$ cat src/rtl/ubr_pkg.sv
package ubr_pkg;
  localparam int unsigned DATA_W      = 18;
  localparam int unsigned SYNC_STAGES = 2;
  localparam int unsigned NUM_DIRS    = 2;

  typedef struct packed {
    logic oe_n;
    logic le;
    logic xclk;
    logic ce_n;
  } dir_ctl_t;
endpackage

$ cat src/rtl/ubr_edge_sync.sv
module ubr_edge_sync #(
  parameter int unsigned STAGES = ubr_pkg::SYNC_STAGES
) (
  input  logic clk,
  input  logic rst,
  input  logic async_in,
  output logic rise_o
);
  localparam int unsigned MSB = STAGES - 1;

  logic [MSB:0] sh_q;
  logic         prev_q;

  // Under reset every stage loads the raw level, so a level held
  // across reset release produces no edge.
  always_ff @(posedge clk) begin
    if (rst) begin
      sh_q   <= {STAGES{async_in}};
      prev_q <= async_in;
    end else begin
      sh_q   <= {sh_q[MSB-1:0], async_in};
      prev_q <= sh_q[MSB];
    end
  end

  assign rise_o = sh_q[MSB] & ~prev_q;


  no_reset_edge_chk: assert property (@(posedge clk) disable iff (rst)
    $fell(rst) |-> !rise_o);
endmodule

$ cat src/rtl/ubr_dir_path.sv
module ubr_dir_path #(
  parameter int unsigned W = ubr_pkg::DATA_W
) (
  input  logic         clk,
  input  logic         rst,
  input  logic [W-1:0] src,
  input  logic         le,
  input  logic         ce_n,
  input  logic         oe_n,
  input  logic         edge_rise,
  output logic [W-1:0] q,
  output logic [W-1:0] drv
);
  logic [W-1:0] store_q;
  logic         load;

  assign load = le | (edge_rise & ~ce_n);

  always_ff @(posedge clk) begin
    if (rst)       store_q <= '0;
    else if (load) store_q <= src;
  end

  // The drive enable follows its pin even while reset is asserted.
  always_ff @(posedge clk) begin
    drv <= {W{~oe_n}};
  end

  assign q = store_q;


  transparent_follow_chk: assert property (@(posedge clk) disable iff (rst)
    le |=> q == $past(src));

  edge_capture_chk: assert property (@(posedge clk) disable iff (rst)
    (!le && !ce_n && edge_rise) |=> q == $past(src));

  ce_block_chk: assert property (@(posedge clk) disable iff (rst)
    (!le && ce_n) |=> $stable(q));

  hold_no_edge_chk: assert property (@(posedge clk) disable iff (rst)
    (!le && !edge_rise) |=> $stable(q));

  drive_on_chk: assert property (@(posedge clk) disable iff (rst)
    !oe_n |=> &drv);

  drive_off_chk: assert property (@(posedge clk) disable iff (rst)
    oe_n |=> drv == '0);
endmodule

$ cat src/rtl/univ_bus_reg.sv
module univ_bus_reg #(
  parameter int unsigned W      = ubr_pkg::DATA_W,
  parameter int unsigned STAGES = ubr_pkg::SYNC_STAGES
) (
  input  logic         clk,
  input  logic         rst,
  input  logic [W-1:0] a_in,
  output logic [W-1:0] a_out,
  output logic [W-1:0] a_drv,
  input  logic [W-1:0] b_in,
  output logic [W-1:0] b_out,
  output logic [W-1:0] b_drv,
  input  logic         ab_oe_n,
  input  logic         ab_le,
  input  logic         ab_xclk,
  input  logic         ab_ce_n,
  input  logic         ba_oe_n,
  input  logic         ba_le,
  input  logic         ba_xclk,
  input  logic         ba_ce_n,
  output logic         contention
);
  import ubr_pkg::*;

  localparam int unsigned ND = NUM_DIRS;

  // Index 0: A source to B destination. Index 1: B source to A destination.
  dir_ctl_t     ctl  [ND];
  logic [W-1:0] src  [ND];
  logic [W-1:0] q    [ND];
  logic [W-1:0] drv  [ND];
  logic         rise [ND];

  assign ctl[0] = '{oe_n: ab_oe_n, le: ab_le, xclk: ab_xclk, ce_n: ab_ce_n};
  assign ctl[1] = '{oe_n: ba_oe_n, le: ba_le, xclk: ba_xclk, ce_n: ba_ce_n};
  assign src[0] = a_in;
  assign src[1] = b_in;

  for (genvar d = 0; d < ND; d++) begin : g_dir
    ubr_edge_sync #(.STAGES(STAGES)) i_sync (
      .clk      (clk),
      .rst      (rst),
      .async_in (ctl[d].xclk),
      .rise_o   (rise[d])
    );

    ubr_dir_path #(.W(W)) i_path (
      .clk       (clk),
      .rst       (rst),
      .src       (src[d]),
      .le        (ctl[d].le),
      .ce_n      (ctl[d].ce_n),
      .oe_n      (ctl[d].oe_n),
      .edge_rise (rise[d]),
      .q         (q[d]),
      .drv       (drv[d])
    );
  end

  assign b_out = q[0];
  assign b_drv = drv[0];
  assign a_out = q[1];
  assign a_drv = drv[1];

  always_ff @(posedge clk) begin
    contention <= ~ab_oe_n & ~ba_oe_n;
  end


  contention_chk: assert property (@(posedge clk) disable iff (rst)
    contention == ((&a_drv) && (&b_drv)));
endmodule

$ cat config.mk
export PLATFORM = sky130hd
export DESIGN_NAME = univ_bus_reg
export DESIGN_NICKNAME = d
export VERILOG_FILES = /design/src/rtl/ubr_pkg.sv /design/src/rtl/ubr_edge_sync.sv /design/src/rtl/ubr_dir_path.sv /design/src/rtl/univ_bus_reg.sv
export SDC_FILE = /design/constraint.sdc
export NUM_CORES = 1
export LEC_CHECK = 0
export BUFFER_PORTS_ARGS = -buffer_cell sky130_fd_sc_hd__buf_2
export CORE_AREA = 4 4 67 84
export CTS_BUF_LIST = sky130_fd_sc_hd__clkbuf_4 sky130_fd_sc_hd__clkbuf_8
export DETAILED_ROUTE_END_ITERATION = 16
export DIE_AREA = 0 0 71 88
export GPL_TIMING_DRIVEN = 0
export PLACE_DENSITY = 0.8
export SYNTH_ARGS = -nofsm -noshare
export SYNTH_HDL_FRONTEND = slang
export SYNTH_HIERARCHICAL = 1
export SYNTH_SLANG_ARGS = --single-unit
$ cat constraint.sdc
create_clock -name clk -period 1.5 [get_ports clk]
set_input_delay 0.075 -clock clk [delete_from_list [all_inputs] [get_ports clk]]
set_output_delay 0.075 -clock clk [all_outputs]
set_load 0.02 [all_outputs]
==> results.txt <==
----------------------------------------------------
[STA]
  Minimum clock period ... 1360 ps
  Unrepaired setup endpoints after global routing ... no
  Fin. max-slew vios ... 0
  Worst slew margin relative to its limit ... between 60% and 70%
  F_max ... approximately 740 MHz
  Hold Violations, Final ... 0
  Tcrit/Tclk final ... between 90 and 100%
  Number of setup violations in the final report ... 0
  Sum of negative setup slack ... 0 ps
  Pin slew with the least headroom to its limit ... around 510 ps
  Hold Worst Slack ... 23.9 ps
  Worst-case setup margin in the final layout ... ~140 ps
  Clock skew after layout ... between 6 and 7 ps

[Clock tree]
  Number of buffers inserted during clock tree synthesis ... 5
  Number of buffers inserted to repair setup after CTS ... 0
  PostCTS Resize Cnt ... 0
  Sinks on the clock net ... 45
  Clock H-tree levels ... 2
  Clock latency on the worst-skew pair ... about 290 ps
  Quantity of hold-fixing buffers added after cts ... 5
  CTS tree ... built
  Post-CTS clock slew at the launch and capture registers of the worst setup and hold paths ... about 90 ps
  Maximum buffer depth of the clock tree ... 2
  Master cell of the clock root buffer ... sky130_fd_sc_hd__clkbuf_8

[Power and ir drop]
  Peak supply drop ... about 0.83 mV
  Static leakage ... between 1.5 and 2 nW
  PD cells ... approximately 1000 nW/um^2

[Setup path]
  Worst setup slack for register-to-register paths ... between 300 and 400 ps
  RR Startpoint ... g_dir[0].i_sync/sh_q[1]
  Nature of the critical path endpoint ... primary output
  Setup crit start ... g_dir[1].i_path/drv[0]
  Worst reg-to-reg path cell count ... 5
  Worst Setup Start Kind ... flip-flop
  Terminus of the critical flop-to-flop path ... g_dir[0].i_path/q[3]
  Arrival time at the worst endpoint ... between 1000 and 1500 ps
  CP Max Fanout ... 18
  CP Data Required Time ... between 1000 and 1500 ps
  Path type of the worst setup path ... reg -> out

[Final layout]
  Number of fill cells ... roughly 440
  N_diodes ... 0
  Highest-count cells in the layout ignoring fill and taps ... 118 x sky130_fd_sc_hd__buf_2, 72 x sky130_fd_sc_hd__nand2b_1, 45 x sky130_fd_sc_hd__dfxtp_1
  Growth of design area from synthesis to finish ... 39.8%
  Area of the multi-input gates ... just under 900 um^2
  Leading cell type in the layout, fill and taps excluded ... sky130_fd_sc_hd__buf_2
  Non-filler cells, final ... roughly 400
  Post-layout nets ... 386
  Final core occ ... 62.9%
  Combined flip-flop and latch cell area ... approximately 900 um^2
  Fraction of final layout cells with drive strength greater than 1 ... about half

[Floorplan]
  Floorplan die height ... 88 um
  Die extent in x ... between 70 and 80 um
  Area of the die ... between 6000 and 7000 um^2
  # rows ... 28
  Area inside the core boundary ... approximately 4800 um^2
  Boundary pin count ... 119
  Starting density of the core ... 45.0%

[Detailed routing]
  Total number of vias ... between 1.5k and 2k
  DR DRC count ... 0
  Number of vias per cell after detailed routing ... 4.30
  DRT antenna net count ... 0
  Post-detailed-routing wire length ... 4.49 mm
  Length of the first detailed-routing pass in iterations ... 4
  Drt initial violations ... 35
  Mean routed wirelength per cell ... 11.2 um

[Min path]
  Hold path startpoint ... b_in[7]
  Worst Hold Path EP ... g_dir[1].i_path/q[7]
  Instance count along the most critical hold path ... 3
  HP Class ... in -> reg

[Placed design]
  Global placement routability congestion ... 0.669
  Placed Cells incl. Taps ... around 390
  Count of buffers from port buffering ... between 100 and 150
  Dpl hpwl ... approximately 3.5 mm
  Pre-CTS WS ... 331 ps

[Logic synthesis]
  Cell Area, Synth ... around 2100 um^2
  Area fraction of the dominant cell type after synthesis ... between 40% and 50%
  Netlist cell types ... 12
  Post-synthesis register bit count ... between 40 and 50
  Ranking of synthesized cells by area ... sky130_fd_sc_hd__dfxtp_1 42%, sky130_fd_sc_hd__nand2b_1 21%, sky130_fd_sc_hd__mux2i_1 17%, sky130_fd_sc_hd__buf_4 12%, sky130_fd_sc_hd__mux2_2 2.1%
  Mean instance size in the synthesized netlist ... roughly 10 um^2
  Area leader, netlist ... sky130_fd_sc_hd__dfxtp_1
  Number of instances in the synthesized netlist ... 210
  Syn_nets ... around 260
  Synthesis Warnings ... 6
  Sequential share of the synthesized area ... 42.0%

[GRT]
  Global-route wire length before repair ... 7.42 mm
  Antenna violations before repair ... 0
  Total overflow reported by the global router ... 0
  Vias in the first global route ... between 1.5k and 2k
  All-Layer GR Usage ... between 10% and 20%
  Largest net degree at the start of global routing ... 23

[Run status]
  Outcome ... complete, no violations

[Flow run]
  Number of maximum-capacitance constraint violations ... 0

----------------------------------------------------
power breakdown:
| part | total, W | switching [W] | internal, W |
|---|---|---|---|
| logic | 0.000645 | 0.000330 | 0.000315 |
| registers | 0.00133 | 0.0000487 | 0.00128 |
| clock network | 0.00108 | 0.000410 | 0.000670 |
| total | 0.00305 | 0.000789 | 0.00227 |
Yosys cell counts (all sizes together):
library cell / instances
nand2b: 72
dfxtp: 45
buf: 38
mux2i: 36
clkbuf: 6
inv: 4
mux2: 4
a21oi: 2
nor2b: 2
nor2: 1
sequential cells by signal, summed over array words and instances (netlist names):
name / cells
contention: 1
g_dir.i_sync/prev_q: 2
g_dir.i_path/drv: 2
g_dir.i_path/q: 36
g_dir.i_sync/sh_q: 4
stage by stage:
stage / cell area, um^2 / power [W]
3_5_place_dp: 2810 / 0.00200
3_3_place_gp: 2810 / 0.00199
6_report: 3000 / 0.00305
5_1_grt: 3000 / 0.00321
4_1_cts: 3000 / 0.00310
2_1_floorplan: 2150 / 0.00178
cell families after synthesis:
group                  after synthesis  synth area share, %
buffers and inverters               48                 16.6
muxes                               40                 18.9
DFF                                 45                 42.0
AOI/OAI and AO/OA                    2                0.816
and+or+nand+nor                     75                 21.7
routing by layer:
metal,vias to the layer above,GRT usage (%),routed length (um)
li1,887,-,-
met3,4,6.66,536
met4,0,3.59,31
met5,-,0,0
met1,753,16.6,1790
met2,81,25.0,2140
critical path, cell delays in order (launching register included):
cell	delay, ps
sky130_fd_sc_hd__dfxtp_1	640
sky130_fd_sc_hd__buf_4	200
sky130_fd_sc_hd__buf_2	150
final cells by class:
cell class              count  share of cell area, %
inverters                   4                  0.501
flip-flops and latches     45                   30.0
repair buffers            123                   21.4
well taps                  60                   2.50
clock buffers               5                   2.29
multi-input cells         117                   29.7
clock inverters             3                   2.29
plain buffers              44                   11.3
how the worst max path moves through the flow:
stage,endpoint,slack [ps],depth (start not counted)
final,a_drv[8],140,2
after detailed placement,g_dir[0].i_path/q[3],330,5
after CTS,a_drv[16],100,2
after floorplan,g_dir[0].i_path/q[10],440,5
after global placement,g_dir[1].i_path/q[6],370,5
after global routing,a_drv[8],8,2
Note: power is estimated with default switching activity, not from simulation.
